<file path="config.mk">
export PLATFORM = sky130hd
export DESIGN_NAME = ppe_frame_tx
export DESIGN_NICKNAME = d
export VERILOG_FILES = /design/src/rtl/ppe_tx_pkg.sv /design/src/rtl/ppe_tick_gen.sv /design/src/rtl/ppe_bit_shifter.sv /design/src/rtl/ppe_phase_ctrl.sv /design/src/rtl/ppe_gap_timer.sv /design/src/rtl/ppe_frame_tx.sv
export SDC_FILE = /design/constraint.sdc
export NUM_CORES = 1
export LEC_CHECK = 0
export BUFFER_PORTS_ARGS = -buffer_cell sky130_fd_sc_hd__clkbuf_2
export CORE_MARGIN = 1
export CORE_UTILIZATION = 52
export CTS_CLUSTER_SIZE = 16
export DETAILED_ROUTE_END_ITERATION = 7
export PLACE_DENSITY = 0.75
export SYNTH_ARGS = -nofsm -noshare
export SYNTH_HDL_FRONTEND = slang
export SYNTH_HIERARCHICAL = 1
export SYNTH_SLANG_ARGS = --single-unit
</file>
<file path="constraint.sdc">
create_clock -name clk -period 3.11 [get_ports clk]
set_clock_uncertainty 0.05 [all_clocks]
set_input_delay 0.311 -clock clk [delete_from_list [all_inputs] [get_ports clk]]
set_output_delay 0.311 -clock clk [all_outputs]
set_load 0.05 [all_outputs]
</file>
<file path="src/rtl/ppe_tx_pkg.sv">
package ppe_tx_pkg;

  // Phase of the line controller.
  typedef enum logic [2:0] {
    PH_IDLE   = 3'd0,
    PH_CHARGE = 3'd1,
    PH_PAUSE  = 3'd2,
    PH_MARK   = 3'd3,
    PH_EOF    = 3'd4
  } ph_e;

  function automatic int unsigned max4(input int unsigned a, input int unsigned b,
                                       input int unsigned c, input int unsigned d);
    int unsigned m;
    m = a;
    if (b > m) m = b;
    if (c > m) m = c;
    if (d > m) m = d;
    return m;
  endfunction

endpackage

</file>
<file path="src/rtl/ppe_tick_gen.sv">
module ppe_tick_gen #(
  parameter int unsigned DIV = 32
) (
  input  logic clk,
  input  logic rst_n,
  input  logic restart,
  output logic tick
);
  localparam int unsigned CW = (DIV > 1) ? $clog2(DIV) : 1;
  localparam logic [CW-1:0] LAST = CW'(DIV - 1);

  logic [CW-1:0] cnt_q;

  always_ff @(posedge clk or negedge rst_n) begin
    if (!rst_n)                         cnt_q <= '0;
    else if (restart || cnt_q == LAST)  cnt_q <= '0;
    else                                cnt_q <= cnt_q + 1'b1;
  end

  assign tick = (cnt_q == LAST);

  generate
    if (DIV > 1) begin : g_spacing
      // Two ticks never come back to back when a tick spans several clocks.
      AST_TICK_SPACED: assert property (@(posedge clk) disable iff (!rst_n)
        tick |=> !tick);
    end
  endgenerate

endmodule

</file>
<file path="src/rtl/ppe_bit_shifter.sv">
module ppe_bit_shifter #(
  parameter int unsigned MAX_BITS = 32,
  parameter int unsigned NB_W     = 6
) (
  input  logic                clk,
  input  logic                rst_n,
  input  logic                load,
  input  logic [MAX_BITS-1:0] load_data,
  input  logic [NB_W-1:0]     load_nbits,
  input  logic                load_whiten,
  input  logic                step,
  input  logic                ks_bit,
  output logic                cur_bit,
  output logic                last_bit,
  output logic                empty,
  output logic                ks_adv
);
  localparam logic [NB_W-1:0] NB_MAX = NB_W'(MAX_BITS);

  logic [MAX_BITS-1:0] sh_q;
  logic [NB_W-1:0]     left_q;
  logic [NB_W-1:0]     nclamp;
  logic                wh_q, cur_q, adv_q;

  assign nclamp = (load_nbits > NB_MAX) ? NB_MAX : load_nbits;
  assign empty  = (load_nbits == '0);

  always_ff @(posedge clk or negedge rst_n) begin
    if (!rst_n) begin
      sh_q   <= '0;
      left_q <= '0;
      wh_q   <= 1'b0;
      cur_q  <= 1'b0;
      adv_q  <= 1'b0;
    end else if (load) begin
      wh_q <= load_whiten;
      if (!empty) begin
        cur_q  <= load_data[0] ^ (load_whiten & ks_bit);
        sh_q   <= load_data >> 1;
        left_q <= nclamp - 1'b1;
        adv_q  <= 1'b1;
      end else begin
        adv_q  <= 1'b0;
      end
    end else if (step) begin
      cur_q  <= sh_q[0] ^ (wh_q & ks_bit);
      sh_q   <= sh_q >> 1;
      left_q <= left_q - 1'b1;
      adv_q  <= 1'b1;
    end else begin
      adv_q  <= 1'b0;
    end
  end

  assign cur_bit  = cur_q;
  assign last_bit = (left_q == '0);
  assign ks_adv   = adv_q;

  // The keystream strobe is a single-cycle pulse per bit.
  AST_KS_ADV_SINGLE: assert property (@(posedge clk) disable iff (!rst_n)
    ks_adv |=> !ks_adv);
  // A new frame is never loaded while the controller is stepping bits.
  AST_NO_LOAD_IN_STEP: assert property (@(posedge clk) disable iff (!rst_n)
    !(load && step));

endmodule

</file>
<file path="src/rtl/ppe_phase_ctrl.sv">
module ppe_phase_ctrl
  import ppe_tx_pkg::*;
#(
  parameter int unsigned CLK_DIV      = 32,
  parameter int unsigned PAUSE_TICKS  = 30,
  parameter int unsigned ONE_TICKS    = 150,
  parameter int unsigned ZERO_TICKS   = 90,
  parameter int unsigned CHARGE_TICKS = 1500
) (
  input  logic clk,
  input  logic rst_n,
  input  logic tick,
  input  logic s_valid,
  input  logic charge_req,
  input  logic empty,
  input  logic cur_bit,
  input  logic last_bit,
  output logic s_ready,
  output logic accept,
  output logic charge_go,
  output logic step,
  output logic frame_end,
  output logic carrier,
  output logic done
);
  localparam int unsigned TOP = max4(PAUSE_TICKS, ONE_TICKS, ZERO_TICKS, CHARGE_TICKS);
  localparam int unsigned TW  = $clog2(TOP + 1);
  localparam logic [TW-1:0] P_LAST   = TW'(PAUSE_TICKS - 1);
  localparam logic [TW-1:0] ONE_LAST = TW'(ONE_TICKS - 1);
  localparam logic [TW-1:0] ZER_LAST = TW'(ZERO_TICKS - 1);
  localparam logic [TW-1:0] CHG_LAST = TW'(CHARGE_TICKS - 1);
  localparam logic [31:0]   PAUSE_CYC = 32'(PAUSE_TICKS * CLK_DIV);

  ph_e           ph_q;
  logic [TW-1:0] tcnt_q;
  logic [TW-1:0] mark_last;
  logic          carrier_q, done_q;
  logic          pause_end, mark_end, eof_end, charge_end;

  assign s_ready   = (ph_q == PH_IDLE) && !charge_req;
  assign accept    = s_valid && s_ready;
  assign charge_go = (ph_q == PH_IDLE) && charge_req;

  // The tick counter runs from the start of the pause, so the mark ends
  // when the whole bit period has elapsed.
  assign mark_last  = cur_bit ? ONE_LAST : ZER_LAST;
  assign pause_end  = (ph_q == PH_PAUSE)  && tick && (tcnt_q == P_LAST);
  assign mark_end   = (ph_q == PH_MARK)   && tick && (tcnt_q == mark_last);
  assign eof_end    = (ph_q == PH_EOF)    && tick && (tcnt_q == P_LAST);
  assign charge_end = (ph_q == PH_CHARGE) && tick && (tcnt_q == CHG_LAST);

  assign step      = mark_end && !last_bit;
  assign frame_end = eof_end;

  always_ff @(posedge clk or negedge rst_n) begin
    if (!rst_n) begin
      ph_q      <= PH_IDLE;
      tcnt_q    <= '0;
      carrier_q <= 1'b0;
      done_q    <= 1'b0;
    end else begin
      done_q <= eof_end;
      unique case (ph_q)
        PH_IDLE: begin
          if (charge_go) begin
            ph_q      <= PH_CHARGE;
            carrier_q <= 1'b1;
            tcnt_q    <= '0;
          end else if (accept) begin
            ph_q      <= empty ? PH_EOF : PH_PAUSE;
            carrier_q <= 1'b0;
            tcnt_q    <= '0;
          end
        end
        PH_CHARGE: begin
          if (charge_end) begin
            ph_q   <= PH_IDLE;
            tcnt_q <= '0;
          end else if (tick) begin
            tcnt_q <= tcnt_q + 1'b1;
          end
        end
        PH_PAUSE: begin
          if (tick) tcnt_q <= tcnt_q + 1'b1;
          if (pause_end) begin
            ph_q      <= PH_MARK;
            carrier_q <= 1'b1;
          end
        end
        PH_MARK: begin
          if (mark_end) begin
            ph_q      <= last_bit ? PH_EOF : PH_PAUSE;
            carrier_q <= 1'b0;
            tcnt_q    <= '0;
          end else if (tick) begin
            tcnt_q <= tcnt_q + 1'b1;
          end
        end
        PH_EOF: begin
          if (eof_end) begin
            ph_q      <= PH_IDLE;
            carrier_q <= 1'b1;
            tcnt_q    <= '0;
          end else if (tick) begin
            tcnt_q <= tcnt_q + 1'b1;
          end
        end
        default: ph_q <= PH_IDLE;
      endcase
    end
  end

  assign carrier = carrier_q;
  assign done    = done_q;

  // Length of the current carrier-off run while busy, for the pause check.
  logic [31:0] low_run_q;
  always_ff @(posedge clk or negedge rst_n) begin
    if (!rst_n)                                low_run_q <= '0;
    else if (!carrier_q && ph_q != PH_IDLE)    low_run_q <= low_run_q + 1'b1;
    else                                       low_run_q <= '0;
  end

  AST_PAUSE_WIDTH: assert property (@(posedge clk) disable iff (!rst_n)
    ($rose(carrier_q) && ph_q != PH_CHARGE) |-> (low_run_q == PAUSE_CYC));
  AST_DONE_SINGLE: assert property (@(posedge clk) disable iff (!rst_n)
    done |=> !done);
  AST_DONE_CARRIER_ON: assert property (@(posedge clk) disable iff (!rst_n)
    done |-> carrier);
  AST_IDLE_CARRIER_STEADY: assert property (@(posedge clk) disable iff (!rst_n)
    (ph_q == PH_IDLE && $past(ph_q) == PH_IDLE) |-> $stable(carrier_q));
  AST_BIT_STEADY: assert property (@(posedge clk) disable iff (!rst_n)
    (ph_q == PH_MARK && $past(ph_q) == PH_MARK) |-> $stable(cur_bit));

endmodule

</file>
<file path="src/rtl/ppe_gap_timer.sv">
module ppe_gap_timer #(
  parameter int unsigned GAP_W = 16
) (
  input  logic             clk,
  input  logic             rst_n,
  input  logic             clr,
  input  logic             tick,
  output logic [GAP_W-1:0] gap
);
  localparam logic [GAP_W-1:0] GAP_MAX = '1;

  logic [GAP_W-1:0] gap_q;

  always_ff @(posedge clk or negedge rst_n) begin
    if (!rst_n)                          gap_q <= '0;
    else if (clr)                        gap_q <= '0;
    else if (tick && gap_q != GAP_MAX)   gap_q <= gap_q + 1'b1;
  end

  assign gap = gap_q;

  AST_GAP_CLEAR: assert property (@(posedge clk) disable iff (!rst_n)
    clr |=> (gap == '0));
  AST_GAP_SATURATE: assert property (@(posedge clk) disable iff (!rst_n)
    (gap == GAP_MAX && !clr) |=> (gap == GAP_MAX));

endmodule

</file>
<file path="src/rtl/ppe_frame_tx.sv">
module ppe_frame_tx
  import ppe_tx_pkg::*;
#(
  parameter int unsigned CLK_DIV      = 32,
  parameter int unsigned PAUSE_TICKS  = 30,
  parameter int unsigned ONE_TICKS    = 150,
  parameter int unsigned ZERO_TICKS   = 90,
  parameter int unsigned CHARGE_TICKS = 1500,
  parameter int unsigned MAX_BITS     = 32,
  parameter int unsigned GAP_W        = 16,
  localparam int unsigned NB_W        = $clog2(MAX_BITS + 1)
) (
  input  logic                clk,
  input  logic                rst_n,
  input  logic                s_valid,
  output logic                s_ready,
  input  logic [MAX_BITS-1:0] s_data,
  input  logic [NB_W-1:0]     s_nbits,
  input  logic                s_whiten,
  input  logic                charge_req,
  input  logic                ks_bit,
  output logic                ks_adv,
  output logic                carrier_on,
  output logic                frame_done,
  output logic [GAP_W-1:0]    gap_ticks
);
  logic tick, restart;
  logic accept, charge_go, step, frame_end;
  logic cur_bit, last_bit, empty;

  // The tick phase is realigned whenever a timed interval begins.
  assign restart = accept || charge_go || frame_end;

  ppe_tick_gen #(.DIV(CLK_DIV)) u_tick (
    .clk     (clk),
    .rst_n   (rst_n),
    .restart (restart),
    .tick    (tick)
  );

  ppe_bit_shifter #(.MAX_BITS(MAX_BITS), .NB_W(NB_W)) u_shift (
    .clk         (clk),
    .rst_n       (rst_n),
    .load        (accept),
    .load_data   (s_data),
    .load_nbits  (s_nbits),
    .load_whiten (s_whiten),
    .step        (step),
    .ks_bit      (ks_bit),
    .cur_bit     (cur_bit),
    .last_bit    (last_bit),
    .empty       (empty),
    .ks_adv      (ks_adv)
  );

  ppe_phase_ctrl #(
    .CLK_DIV      (CLK_DIV),
    .PAUSE_TICKS  (PAUSE_TICKS),
    .ONE_TICKS    (ONE_TICKS),
    .ZERO_TICKS   (ZERO_TICKS),
    .CHARGE_TICKS (CHARGE_TICKS)
  ) u_ctrl (
    .clk        (clk),
    .rst_n      (rst_n),
    .tick       (tick),
    .s_valid    (s_valid),
    .charge_req (charge_req),
    .empty      (empty),
    .cur_bit    (cur_bit),
    .last_bit   (last_bit),
    .s_ready    (s_ready),
    .accept     (accept),
    .charge_go  (charge_go),
    .step       (step),
    .frame_end  (frame_end),
    .carrier    (carrier_on),
    .done       (frame_done)
  );

  ppe_gap_timer #(.GAP_W(GAP_W)) u_gap (
    .clk   (clk),
    .rst_n (rst_n),
    .clr   (frame_end),
    .tick  (tick),
    .gap   (gap_ticks)
  );

endmodule

</file>
==> results.yml <==
sta:
  rsz0062_at_grt: "false"
  worst_slew_pin_slew_ps: 960.4
  max_freq_mhz: 360.2
  slew_headroom: 0.3597
  hold_viol_final: 0
  period_needed_ps: 2776
  maxSlewViolCount: 0
  fin_setup_tns_ps: 0
  setup_violations: 0
  period_share: 0.8926
  fin_ws_ps: 334.0
detailed_routing:
  avgRoutedWirePerCell_um: 14.95
  highest_layer: "met4"
  vias_per_cell: 5.812
  routedLengthMet1_um: 4267
  drt_iter0_drc: 192
  firstDrtPassIters: 4
  antenna_left: 0
  num_vias: 3656
  wl_met3_um: 548
  totalWireLength_um: 9401
  wl_met2_um: 4452
  drc: 0
power_and_ir_drop:
  p_leak_nw: 2.103
  ir_worst_vdd_v: 0.0002858
  p_per_area_mw_per_mm2: 490.6
grt:
  overflow: 0
  grt_antenna_before_repair: 0
  grt_pass1_wl_um: 15700
  grt_pass1_vias: 3438
  grt_max_degree: 78
  grtUsageTotal: 0.2285
clock_network:
  cts_setup_buffers: 0
  htree_levels: 3
  cts.sinks: 77
  numCtsBuffers: 9
  clk_transition_reported_paths_ps: 80
  insertion_delay_ps: 350
  clk_path_buf_depth: 2
  cts_hold_buf: 0
  cts_tree: "built"
  root_buffer: "clkbuf_8"
  cts_resized: 0
floorplan:
  chipHeight_um: 94.03
  core_mm2: 0.008217
  fp.dieW_um: 94.03
  die_area_mm2: 0.008842
  initial_core_util: 0.5360
  io_pins: 64
  fp-row-count: 33
worst_setup_path:
  reg2reg_from: "u_ctrl/ph_q[1]"
  ff2ff_setup_slack_ps: 330
  crit_type: "flip-flop to flip-flop"
  timing.critical_path.to: "u_shift/left_q[2]"
  endpoint_kind: "flip-flop"
  worstPathMaxFanout: 11
  worstPathRequired_ps: 3280
  arrival_ps: 2950
  r2r_end: "u_shift/left_q[2]"
  rr_worst_depth: 9
  crit_path_start: "u_ctrl/ph_q[1]"
  cp-start-kind: "flip-flop"
logic_synthesis:
  synth_ff_type: "dfrtp_1"
  synth-edff-count: 0
  ys_ff_latch: 77
  synth.net_count: 506
  avgSynthCellArea_um2: 9.658
  async_flop_share: 1.000
  syn_area_mm2: 0.004404
  ys_warn_count: 6
  synth-seq-area-share: 0.4375
  synthCells: 456
  ys_types: 69
status:
  outcome: "completed"
layout:
  drive_gt1_frac: 0.2290
  final_cells: 629
  area_growth_pct: 13.61
  n_antenna_cell: 0
  fill_cells: 722
  utilization: 0.6090
  nets: 570
  multi_input_area_mm2: 0.002303
  final-seq-area_mm2: 0.001927
placement:
  dpl.hpwl_um: 6609
  dpl.cell_count: 614
  dp_slack_ps: 349.7
  routabilityCongestion: 0.8962
  portBuffers: 63
hold_path:
  hold_class: "input port to async pin"
job:
  max-cap-violations: 0
## how the worst min path moves through the flow
stage	slack (ps)	start	depth (start not counted)	to
after floorplan	-30	rst_n	0	u_ctrl/carrier
after global placement	410	u_shift/sh_q[1]	2	u_shift/sh_q[1]
after detailed placement	420	u_shift/sh_q[1]	2	u_shift/sh_q[1]
after CTS	100	rst_n	1	u_gap/gap[3]
after global routing	150	rst_n	1	u_gap/gap[2]
final	50	rst_n	1	u_gap/gap[0]
## flip-flops by register name, indices dropped and copies added, names as in the netlist
register,count
u_ctrl/done,1
u_shift/cur_bit,1
u_ctrl/ph_q,3
u_ctrl/carrier,1
u_shift/left_q,6
u_shift/wh_q,1
u_ctrl/tcnt_q,11
u_shift/sh_q,31
u_gap/gap,16
u_shift/ks_adv,1
u_tick/cnt_q,5
## cell usage after synthesis, types with 3 or more instances
| cell | n | share of area |
|---|---|---|
| dfrtp_1 | 77 | 0.44 |
| nand2_1 | 64 | 0.055 |
| o21ai_0 | 37 | 0.042 |
| mux2i_1 | 31 | 0.070 |
| nor2_1 | 18 | 0.015 |
| a21oi_1 | 16 | 0.018 |
| clkbuf_1 | 11 | 0.0094 |
| nand4_1 | 11 | 0.016 |
| nand3_1 | 10 | 0.011 |
| nor3_1 | 10 | 0.011 |
| o21ai_1 | 10 | 0.011 |
| inv_1 | 9 | 0.0077 |
| nor2b_1 | 9 | 0.013 |
| nor4_1 | 8 | 0.011 |
| o31ai_1 | 8 | 0.014 |
| nor3b_1 | 7 | 0.012 |
| or4_1 | 7 | 0.012 |
| buf_2 | 6 | 0.0068 |
| ha_1 | 6 | 0.017 |
| o211ai_1 | 6 | 0.010 |
| buf_6 | 5 | 0.013 |
| mux2_1 | 5 | 0.013 |
| or3_1 | 5 | 0.0071 |
| xnor2_1 | 5 | 0.0099 |
| a22oi_1 | 4 | 0.0068 |
| and2_1 | 4 | 0.0057 |
| and3_1 | 4 | 0.0057 |
| nand3b_1 | 4 | 0.0068 |
| o22ai_1 | 4 | 0.0057 |
| nand4b_1 | 3 | 0.0060 |
| nand4bb_1 | 3 | 0.0077 |
## routing by layer
layer | up-vias | GRT usage
met1 | 1748 | 0.2934
met5 | - | 0
met3 | 11 | 0.06958
li1 | 1809 | -
met4 | 0 | 0.08590
met2 | 88 | 0.3619
## power by group
group	switching (mW)	internal (mW)	leakage, nW
logic	0.258	0.211	1.01
registers	0.147	1.11	1.01
clock network	0.361	0.366	0.0854
## kinds of logic (layout without fill, tap and decap cells)
group / count (synthesis) / after routing / share of synthesized area
buffers and inverters: 34 / 102 / 0.03977
AOI/OAI and AO/OA: 109 / 109 / 0.1673
xor gates and xnor gates: 5 / 5 / 0.009943
adders and majority gates: 6 / 6 / 0.01705
DFF: 77 / 77 / 0.4375
and+or+nand+nor: 187 / 187 / 0.2392
muxes: 38 / 38 / 0.08920
## critical path, cell delays in order, from the launching register on
cell     delay [ps]
dfrtp_1         380
or4_1           600
inv_1           100
and2_2          280
nor2b_1         310
a22oi_1         160
ha_1            310
xnor2_1         170
a22oi_1         200
o21ai_0          90
## final cells by class
class	count	share of cell area
sequential	77	0.3851
inverter	10	0.007502
tap	105	0.02626
multi-input combinational	345	0.4604
clock buffer	11	0.02626
clock inverter	4	0.01000
timing repair buffer	77	0.08452
## cells in the final DEF, fill, tap and decap left out, drive strengths merged, types with 11 or more instances in the layout
master,count
a21oi,17
buf,15
clkbuf,73
dfrtp,77
mux2i,31
nand2,64
nand3,11
nand4,12
nor2,19
o21ai,49
## stage by stage
stage	cell area (µm²)	hold WS (ps)	power [mW]
2_1_floorplan	4404	-34.59	1.586
3_3_place_gp	4822	412.8	1.710
3_5_place_dp	4822	419.6	1.747
4_1_cts	5004	98.50	2.483
6_report	5004	54.23	2.455
5_1_grt	5004	148.6	2.610
(Power assumes the default switching activity.)
